==> config.mk <==
export PLATFORM = sky130hd
export DESIGN_NAME = memtest_walk
export DESIGN_NICKNAME = d
export VERILOG_FILES = /design/src/rtl/wbt_pkg.sv /design/src/rtl/wbt_lowbit.sv /design/src/rtl/wbt_expect.sv /design/src/rtl/memtest_walk.sv
export SDC_FILE = /design/constraint.sdc
export NUM_CORES = 1
export LEC_CHECK = 0
export ABC_AREA = 1
export BUFFER_PORTS_ARGS = -buffer_cell sky130_fd_sc_hd__buf_2
export CAP_MARGIN = 20
export CORE_MARGIN = 2
export CORE_UTILIZATION = 60
export CTS_CLUSTER_SIZE = 40
export DETAILED_ROUTE_END_ITERATION = 7
export GPL_TIMING_DRIVEN = 0
export HOLD_SLACK_MARGIN = 0.06
export PLACE_DENSITY = 0.84
export SETUP_SLACK_MARGIN = 0.4
export SLEW_MARGIN = 15
export SYNTH_ARGS = -nofsm -noshare
export SYNTH_HDL_FRONTEND = slang
export SYNTH_HIERARCHICAL = 1
export SYNTH_SLANG_ARGS = --single-unit
==> constraint.sdc <==
create_clock -name clk -period 5.2 [get_ports clk]
set_input_delay 1.04 -clock clk [delete_from_list [all_inputs] [get_ports clk]]
set_output_delay 1.04 -clock clk [all_outputs]
set_load 0.02 [all_outputs]
==> src/rtl/wbt_pkg.sv <==
package wbt_pkg;
    typedef enum logic [2:0] {
        ST_IDLE   = 3'd0,
        ST_INIT   = 3'd1,
        ST_CHECK  = 3'd2,
        ST_SET_RD = 3'd3,
        ST_SET_WR = 3'd4,
        ST_CLR_RD = 3'd5,
        ST_CLR_WR = 3'd6
    } wbt_state_e;
endpackage

==> src/rtl/wbt_lowbit.sv <==
module wbt_lowbit #(
    parameter int DW = 8,
    parameter int BW = 3
) (
    input  logic [DW-1:0] vec_i,
    output logic [BW-1:0] idx_o
);
    always_comb begin
        idx_o = '0;
        for (int i = DW - 1; i >= 0; i--) begin
            if (vec_i[i]) idx_o = BW'(i);
        end
    end
endmodule

==> src/rtl/wbt_expect.sv <==
module wbt_expect #(
    parameter int AW = 4,
    parameter int DW = 8,
    parameter int BW = 3
) (
    input  logic          mode_i,
    input  logic          flip_i,
    input  logic [AW-1:0] tgt_addr_i,
    input  logic [BW-1:0] tgt_bit_i,
    input  logic [AW-1:0] addr_i,
    input  logic [DW-1:0] rdata_i,
    output logic [DW-1:0] expect_o,
    output logic          mismatch_o,
    output logic [BW-1:0] first_bit_o
);
    logic [DW-1:0] mask;
    logic [DW-1:0] diff;

    always_comb begin
        mask     = {{(DW-1){1'b0}}, 1'b1} << tgt_bit_i;
        expect_o = {DW{mode_i}};
        if (flip_i && (addr_i == tgt_addr_i)) expect_o = expect_o ^ mask;
        diff       = rdata_i ^ expect_o;
        mismatch_o = |diff;
    end

    wbt_lowbit #(.DW(DW), .BW(BW)) u_low (
        .vec_i (diff),
        .idx_o (first_bit_o)
    );
endmodule

==> src/rtl/memtest_walk.sv <==
module memtest_walk
    import wbt_pkg::*;
#(
    parameter int AW = 4,
    parameter int DW = 8,
    localparam int BW = (DW > 1) ? $clog2(DW) : 1
) (
    input  logic          clk,
    input  logic          rst_n,
    input  logic          start_i,
    input  logic          mode_i,
    output logic          mem_en_o,
    output logic          mem_we_o,
    output logic [AW-1:0] mem_addr_o,
    output logic [DW-1:0] mem_wdata_o,
    input  logic [DW-1:0] mem_rdata_i,
    output logic          busy_o,
    output logic          done_o,
    output logic          fail_o,
    output logic [AW-1:0] fail_addr_o,
    output logic [BW-1:0] fail_bit_o,
    output logic [DW-1:0] fail_data_o
);
    localparam int DEPTH = 1 << AW;
    localparam int SCW   = AW + 1;

    typedef struct packed {
        wbt_state_e    st;
        logic          mode;
        logic          post;
        logic [AW-1:0] tgt_addr;
        logic [BW-1:0] tgt_bit;
        logic [SCW-1:0] scan;
        logic          rd_vld;
        logic [AW-1:0] rd_addr;
        logic          done;
        logic          fail;
        logic [AW-1:0] f_addr;
        logic [BW-1:0] f_bit;
        logic [DW-1:0] f_data;
    } regs_t;

    regs_t r_q, r_d;

    logic [DW-1:0] bg;
    logic [DW-1:0] tgt_mask;
    logic [DW-1:0] exp_word;
    logic          mismatch;
    logic [BW-1:0] first_bit;
    logic          last_tgt;

    wbt_expect #(.AW(AW), .DW(DW), .BW(BW)) u_exp (
        .mode_i      (r_q.mode),
        .flip_i      (r_q.post),
        .tgt_addr_i  (r_q.tgt_addr),
        .tgt_bit_i   (r_q.tgt_bit),
        .addr_i      (r_q.rd_addr),
        .rdata_i     (mem_rdata_i),
        .expect_o    (exp_word),
        .mismatch_o  (mismatch),
        .first_bit_o (first_bit)
    );

    always_comb begin
        bg       = {DW{r_q.mode}};
        tgt_mask = {{(DW-1){1'b0}}, 1'b1} << r_q.tgt_bit;
        last_tgt = (r_q.tgt_addr == {AW{1'b1}}) && (r_q.tgt_bit == BW'(DW - 1));

        r_d         = r_q;
        mem_en_o    = 1'b0;
        mem_we_o    = 1'b0;
        mem_addr_o  = '0;
        mem_wdata_o = '0;

        case (r_q.st)
            ST_IDLE: begin
                if (start_i) begin
                    r_d          = '0;
                    r_d.st       = ST_INIT;
                    r_d.mode     = mode_i;
                end
            end
            ST_INIT: begin
                mem_en_o    = 1'b1;
                mem_we_o    = 1'b1;
                mem_addr_o  = r_q.scan[AW-1:0];
                mem_wdata_o = bg;
                if (r_q.scan == SCW'(DEPTH - 1)) begin
                    r_d.st   = ST_CHECK;
                    r_d.scan = '0;
                end else begin
                    r_d.scan = r_q.scan + 1'b1;
                end
            end
            ST_CHECK: begin
                r_d.rd_vld = 1'b0;
                if (r_q.scan < SCW'(DEPTH)) begin
                    mem_en_o    = 1'b1;
                    mem_addr_o  = r_q.scan[AW-1:0];
                    r_d.rd_vld  = 1'b1;
                    r_d.rd_addr = r_q.scan[AW-1:0];
                    r_d.scan    = r_q.scan + 1'b1;
                end
                if (r_q.rd_vld && mismatch) begin
                    mem_en_o   = 1'b0;
                    r_d.rd_vld = 1'b0;
                    r_d.st     = ST_IDLE;
                    r_d.done   = 1'b1;
                    r_d.fail   = 1'b1;
                    r_d.f_addr = r_q.rd_addr;
                    r_d.f_bit  = first_bit;
                    r_d.f_data = mem_rdata_i;
                end else if (r_q.scan == SCW'(DEPTH)) begin
                    r_d.st   = r_q.post ? ST_CLR_RD : ST_SET_RD;
                    r_d.scan = '0;
                end
            end
            ST_SET_RD, ST_CLR_RD: begin
                mem_en_o   = 1'b1;
                mem_addr_o = r_q.tgt_addr;
                r_d.st     = (r_q.st == ST_SET_RD) ? ST_SET_WR : ST_CLR_WR;
            end
            ST_SET_WR: begin
                mem_en_o    = 1'b1;
                mem_we_o    = 1'b1;
                mem_addr_o  = r_q.tgt_addr;
                mem_wdata_o = (mem_rdata_i & ~tgt_mask) | (~bg & tgt_mask);
                r_d.st      = ST_CHECK;
                r_d.post    = 1'b1;
                r_d.scan    = '0;
            end
            ST_CLR_WR: begin
                mem_en_o    = 1'b1;
                mem_we_o    = 1'b1;
                mem_addr_o  = r_q.tgt_addr;
                mem_wdata_o = (mem_rdata_i & ~tgt_mask) | (bg & tgt_mask);
                r_d.post    = 1'b0;
                r_d.scan    = '0;
                if (last_tgt) begin
                    r_d.st   = ST_IDLE;
                    r_d.done = 1'b1;
                end else begin
                    r_d.st = ST_CHECK;
                    if (r_q.tgt_bit == BW'(DW - 1)) begin
                        r_d.tgt_bit  = '0;
                        r_d.tgt_addr = r_q.tgt_addr + 1'b1;
                    end else begin
                        r_d.tgt_bit = r_q.tgt_bit + 1'b1;
                    end
                end
            end
            default: r_d.st = ST_IDLE;
        endcase
    end

    always_ff @(posedge clk or negedge rst_n) begin
        if (!rst_n) r_q <= '0;
        else        r_q <= r_d;
    end

    assign busy_o      = (r_q.st != ST_IDLE);
    assign done_o      = r_q.done;
    assign fail_o      = r_q.fail;
    assign fail_addr_o = r_q.f_addr;
    assign fail_bit_o  = r_q.f_bit;
    assign fail_data_o = r_q.f_data;

    a_r2_start_taken: assert property (@(posedge clk) disable iff (!rst_n)
        (!busy_o && start_i) |=> (busy_o && !done_o && !fail_o));

    a_r4_single_bit_rmw: assert property (@(posedge clk) disable iff (!rst_n)
        (mem_we_o && (r_q.st == ST_SET_WR || r_q.st == ST_CLR_WR))
            |-> ($countones(mem_wdata_o ^ mem_rdata_i) <= 1));

    a_r8_quiet_when_done: assert property (@(posedge clk) disable iff (!rst_n)
        done_o |-> !mem_en_o);

    a_r8_fail_implies_done: assert property (@(posedge clk) disable iff (!rst_n)
        fail_o |-> done_o);

    a_r9_fail_record_held: assert property (@(posedge clk) disable iff (!rst_n)
        (fail_o && !start_i) |=> (fail_o && $stable(fail_addr_o)
                                  && $stable(fail_bit_o) && $stable(fail_data_o)));

    a_r10_no_restart: assert property (@(posedge clk) disable iff (!rst_n)
        (busy_o && start_i && r_q.st != ST_INIT) |=> (r_q.st != ST_INIT));

    a_r11_done_sticky: assert property (@(posedge clk) disable iff (!rst_n)
        (done_o && !start_i) |=> done_o);
endmodule

==> impl_metrics.yaml, run 1 <==
setup_path:
  crit_type: "reg2out"
  r2r_slack_ps: 2530
  worstSetupStartpointType: "register"
  worstPathRequired_ps: 4160
  arrival_ps: 2740
  crit_fanout: 9
  endpoint_kind: "output port"
clock_tree:
  cts.path.max_buffers: 2
  hold_buffers: 0
  clockRootBuffer: "clkbuf_8"
  cts_post_setup_buffers_inserted: 0
  cts-htree-levels: 2
  clkSlewWorstSetupHoldPaths_ps: 80
  cts.repair.resized: 0
  cts_tree: "built"
  numCtsBuffers: 5
  clk_latency_ps: 290
  clock-sinks: 39
route:
  drc: 0
  drt-vias-per-instance: 5.23
  num_vias: 3215
  antenna_left: 0
  drtIter0Drc: 242
  post_drt_wl_per_cell_um: 12.6
  drt_wl_total_um: 7730
  first_pass_iters: 5
final_layout:
  fill_cells: 481
  nNetsFinal: 566
  diodes: 0
  syn2layout_area_growth_pct: 13.1
  design_area_mm2: 0.00359
  drive_gt1_frac: 0.185
power:
  pwr-share-clk: 0.135
  intPower_uw: 948
  seqPwrFrac: 0.247
  swShare: 0.506
  p_leak_uw: 0.00211
  switchingPower_uw: 971
  p_total_uw: 1920
  p_comb_frac: 0.619
  ir_worst_vdd_v: 0.000409
  power-per-cell-area_mw_per_mm2: 535
global_route:
  grt_overflow: 0
  grt_max_degree: 40
  grt_pass1_wl_um: 13100
  antenna_found_initial: 0
  grt_usage: 0.274
  first_global_vias: 2946
die:
  core_area_mm2: 0.00511
  dieArea_mm2: 0.00589
  die_w_um: 76.8
  die_h_um: 76.8
  rows: 26
  pin_count: 44
  start_util: 0.622
placement:
  dp.final_hpwl_um: 5960
  postPlaceCellArea_mm2: 0.00348
  io_buffers: 43
  gp_congestion: 0.958
worst_hold_path:
  hp-class: "reg2reg"
synth:
  syn_inst: 494
  syn_avg_cell_area_um2: 6.43
  synth_area_mm2: 0.00318
  ys_warn_count: 6
  synthesis.nets: 516
  yosys_most_used_dff: "dfrtp_1"
  synth-edff-count: 0
  yosysUniqueCellTypes: 32
  synth_area_leader_cell: "dfrtp_1"
  yosys_register_bits: 39
  async_flop_share: 1.00
  ys_seq_area_frac: 0.307
  synth_top_area_share: 0.307
  synth_area_leaders: "dfrtp_1 (31%), nand2_1 (20%), nand3_1 (11%), inv_1 (7.2%), nor2_1 (4.0%)"
sta:
  tns_ps: 0
  fin_skew_ps: 10.7
  slew_headroom: 0.431
  fmax_mhz: 265
  timing.final.crit_share: 0.727
  worstMarginPinSlew_ps: 853
  hold_violations: 0
  rsz0062_at_grt: "false"
  fin_crit_ps: 3780
  setup_viol_count_final: 0
  slew_viol_final: 0
run:
  maxCapViolCount: 0
run_status:
  status: "complete, no violations"
-- logic make-up (layout without fill, tap and decap cells) --
logic type | Yosys count | in the layout | synth area share
adders and majority gates | 10 | 10 | 0.0394
buffers and inverters | 95 | 146 | 0.143
and+or+nand+nor | 311 | 311 | 0.441
AOI/OAI and AO/OA | 35 | 35 | 0.0587
DFF | 39 | 39 | 0.307
xor gates and xnor gates | 4 | 4 | 0.0110
-- critical path, stage by stage, from the launching register on --
cell and delay [ps]:
dfrtp_1 500, buf_2 240, inv_1 140, nand3_1 120
nand2_1 60, nand2_1 70, nand3_1 120, nand2_1 90
nand2_1 50, nand2_1 80, nand2_1 60, nor2_1 80
nand2_1 100, nand2_1 180, nand3_1 170, inv_1 80
nand2_1 70, nand3_1 90, buf_2 160
-- path summary, 6_finish.rpt --
kind                            cells after the start                start                          to
max in group asynchronous                           1                rst_n         r_q[19]$_DFFE_PN0P_
min in group asynchronous                           1                rst_n         r_q[31]$_DFFE_PN0P_
worst min-delay path                                2   done_o$_DFFE_PN0P_          done_o$_DFFE_PN0P_
worst min register to register                      2   done_o$_DFFE_PN0P_          done_o$_DFFE_PN0P_
worst max-delay path                               18  r_q[29]$_DFFE_PN0P_                    mem_en_o
worst max register to register                     17  r_q[29]$_DFFE_PN0P_  fail_data_o[1]$_DFFE_PN0P_
-- state kept, by name (all words and copies together), names as in the netlist --
name / flops
fail_data_o: 8
bg: 1
fail_bit_o: 3
done_o: 1
fail_addr_o: 4
r_q: 21
fail_o: 1
-- per-stage QoR --
step           cells   util  setup slack [ps]  hold WS (ps)
4_1_cts          615  0.703              1460           501
3_3_place_gp     607  0.681              1750           457
2_1_floorplan    494      -              2180           470
6_report         615  0.703              1420           498
5_1_grt          615  0.703              1220           530
3_5_place_dp     607  0.681              1750           477
-- cells in the mapped netlist (2+ instances only) --
master	number
inv_2	6
o21ai_0	22
clkinv_1	3
buf_2	5
nand3_1	72
ha_1	10
nand3b_1	7
inv_1	61
nand2_2	6
nand4_1	7
a21oi_1	9
or2_1	2
nand2_4	3
nand2_1	170
xor2_1	4
nor2_2	2
nor2_1	34
dfrtp_1	39
nor2_4	3
nand3_2	2
buf_4	16
-- power by group through the flow --
stage | registers (uW) | logic [uW] | clock network [uW]
after floorplan | 463 | 910 | 0
after global placement | 476 | 1160 | 0
after detailed placement | 479 | 1180 | 0
after CTS | 473 | 1190 | 261
after global routing | 486 | 1330 | 273
final | 473 | 1190 | 259
-- cell usage in the layout, fill, tap and decap left out, types with 2 or more instances in the layout --
cell type / netlist / layout
nand2_1: 170 / 170
nand3_1: 72 / 72
inv_1: 61 / 61
buf_2: 5 / 48
dfrtp_1: 39 / 39
nor2_1: 34 / 34
o21ai_0: 22 / 22
buf_4: 16 / 16
ha_1: 10 / 10
a21oi_1: 9 / 9
nand4_1: 7 / 7
nand3b_1: 7 / 7
inv_2: 6 / 6
nand2_2: 6 / 6
clkbuf_8: 1 / 6
xor2_1: 4 / 4
clkinv_1: 3 / 3
nor2_4: 3 / 3
nand2_4: 3 / 3
nor2_2: 2 / 2
nand3_2: 2 / 2
or2_1: 2 / 2
-- metal layers --
metal	GRT usage	wire length (um)	vias up
met3	0.0424	428	20
li1	-	-	1638
met2	0.462	3650	101
met5	0	0	-
met1	0.347	3400	1456
met4	0.118	245	0
-- area by class of cell --
cell class | count | area (um2) | share of cell area
Sequential cell | 39 | 976 | 0.272
Clock buffer | 5 | 68.8 | 0.0192
Buffer | 25 | 190 | 0.0530
Timing Repair Buffer | 43 | 215 | 0.0599
Clock inverter | 3 | 43.8 | 0.0122
Inverter | 70 | 263 | 0.0732
Multi-Input combinational cell | 360 | 1750 | 0.486
Tap cell | 70 | 87.6 | 0.0244
(Power assumes the default switching activity.)
==> inputs of run 2 (changes only) <==
- ABC_AREA: 1 -> 0
- CORE_UTILIZATION: 60 -> 59
- PLACE_DENSITY: 0.84 -> 0.83
- clock period: 5.2 -> 3.5 ns (I/O delays scaled with it)
==> run 2 against run 1 <==
Global-route usage up 0.34 points. Utilization up 3.0 points. Synthesized cell count down 29%. Count of clock-buffer cells in the layout unchanged. Flip-flop and latch count unchanged. Die area up 2.7%. Combinational power up 87%. Critical path depth down 8. Register-to-register slack worse by 1800 ps. Critical path type unchanged.
==> impl_metrics.yaml, run 2 <==
global_route:
  grt_overflow: 0
  grt_usage: 0.277
  antenna_found_initial: 0
  grt_max_degree: 40
  grt_pass1_wl_um: 13300
  first_global_vias: 2726
power:
  swShare: 0.467
  power-per-cell-area_mw_per_mm2: 879
  intPower_uw: 1780
  seqPwrFrac: 0.218
  p_leak_uw: 0.00183
  switchingPower_uw: 1560
  ir_worst_vdd_v: 0.000655
  p_comb_frac: 0.670
  pwr-share-clk: 0.113
clock_tree:
  cts_tree: "built"
  clockRootBuffer: "clkbuf_8"
  numCtsBuffers: 5
  cts.path.max_buffers: 2
  clock-sinks: 39
  clkSlewWorstSetupHoldPaths_ps: 80
  cts-htree-levels: 2
  clk_latency_ps: 300
route:
  drt_wl_total_um: 8070
  drtIter0Drc: 157
  num_vias: 2956
  post_drt_wl_per_cell_um: 16.5
  drc: 0
  drt-vias-per-instance: 6.04
  first_pass_iters: 5
  antenna_left: 0
placement:
  dp.final_hpwl_um: 5720
  io_buffers: 43
  postPlaceCellArea_mm2: 0.00351
  gp_congestion: 0.890
  dpl_worst_slack_ps: 91.3
setup_path:
  r2r_slack_ps: 760
  cpLargestDelayFamily: "simple AND/OR/NAND/NOR gates"
  cp_slowest_stage_delay_ps: 440
  path_buf_inv: 2
  rr_startpoint: "r_q[17]$_DFFE_PN0P_"
  crit_type: "reg2out"
  timing.rr.end: "r_q[24]$_DFFE_PN0P_"
  worstSetupStartpointType: "register"
  crit_fanout: 6
  slowest_stage: "dfrtp_1"
  worstPathRequired_ps: 2800
  worstPathCellList: "xor2_2 -> nor4_4 -> buf_6 -> and2_1 -> nand4_1 -> a211o_1 -> nand2_4 -> a31oi_4 -> o21ai_2 -> buf_6"
  endpoint_kind: "output port"
  reg2reg_depth: 12
  arrival_ps: 2510
  cpMostUsedCell: "buf_6"
final_layout:
  drive_gt1_frac: 0.305
  largest_reg_flops: 21
  layout_common_cells: "buf_2 (46), dfrtp_1 (35), nand2_1 (31), nand3_1 (31), buf_4 (31)"
  syn2layout_area_growth_pct: 18.1
  diodes: 0
  design_area_mm2: 0.00379
  nNetsFinal: 440
  final_common_cell: "buf_2"
  regMostFlops: "r_q"
  fill_cells: 396
  multiInputGateArea_mm2: 0.00194
  seqCellArea_um2: 981
synth:
  syn_inst: 353
  syn_avg_cell_area_um2: 9.10
  synthesis.nets: 375
  synth_area_mm2: 0.00321
  ys_warn_count: 6
die:
  core_area_mm2: 0.00517
  die_h_um: 77.8
  start_util: 0.621
  rows: 26
  die_w_um: 77.8
  dieArea_mm2: 0.00605
  pin_count: 44
sta:
  holdWs_ps: 484
  slew_viol_final: 0
  fin_crit_ps: 3210
  hold_violations: 0
  fin_skew_ps: 7.86
  rsz0062_at_grt: "true"
  tns_ps: 0
  setup_slack_ps: 287
  fmax_mhz: 311
  worstMarginPinSlew_ps: 863
  setup_viol_count_final: 0
  timing.final.crit_share: 0.918
  slew_headroom: 0.425
worst_hold_path:
  hp-start: "fail_o$_DFFE_PN0P_"
  worstHoldEndpoint: "fail_o$_DFFE_PN0P_"
  hold_depth: 1
  hp-class: "reg2reg"
run_status:
  status: "complete, no violations"
run:
  maxCapViolCount: 0
[run 2: routing by layer]
metal  global-route usage  up-vias  wire [um]
met5                    0        -          0
met4               0.0625        0         97
met3               0.0651       15        671
met2                0.417      150       3690
met1                0.404     1384       3610
li1                     -     1407          -
[run 2: how the worst max path moves through the flow]
| stage | start | end | slack [ps] | cells past startpoint |
|---|---|---|---|---|
| 2_1_floorplan | r_q[31]$_DFFE_PN0P_ | mem_en_o | 450 | 9 |
| 3_3_place_gp | r_q[31]$_DFFE_PN0P_ | mem_en_o | 110 | 10 |
| 3_5_place_dp | r_q[30]$_DFFE_PN0P_ | mem_en_o | 90 | 10 |
| 4_1_cts | r_q[31]$_DFFE_PN0P_ | mem_en_o | 320 | 10 |
| 5_1_grt | r_q[17]$_DFFE_PN0P_ | mem_en_o | 200 | 10 |
| 6_report | r_q[17]$_DFFE_PN0P_ | mem_en_o | 290 | 10 |
[run 2: cell type report]
cell class / count / share of cell area
tap: 70 / 0.0231
clock buffer: 5 / 0.0181
clock inverter: 3 / 0.0115
sequential: 39 / 0.259
inverter: 13 / 0.0129
buffer: 37 / 0.0765
multi-input combinational: 264 / 0.511
timing repair buffer: 58 / 0.0881
[run 2: power by group through the flow]
| stage | Sequential [uW] | Clock (uW) | Combinational [uW] |
|---|---|---|---|
| detailed placement | 728 | 0 | 2000 |
| floorplan | 698 | 0 | 1580 |
| global placement | 723 | 0 | 1960 |
| CTS | 722 | 381 | 2120 |
| global route | 744 | 403 | 2430 |
| finish | 726 | 375 | 2230 |
[run 2: per-stage QoR]
step | std cells | power [uW] | utilization
3_3_place_gp | 466 | 2680 | 0.679
3_5_place_dp | 466 | 2730 | 0.679
6_report | 489 | 3330 | 0.733
2_1_floorplan | 353 | 2270 | -
5_1_grt | 489 | 3570 | 0.733
4_1_cts | 483 | 3230 | 0.719
[run 2: repair_timing]
item	CTS	global route
endpoints found under the setup margin	1	1
gates resized for setup	7	6
hold buffers	0	0
pin swaps	3	7
gates cloned	0	0
buffers inserted	9	6
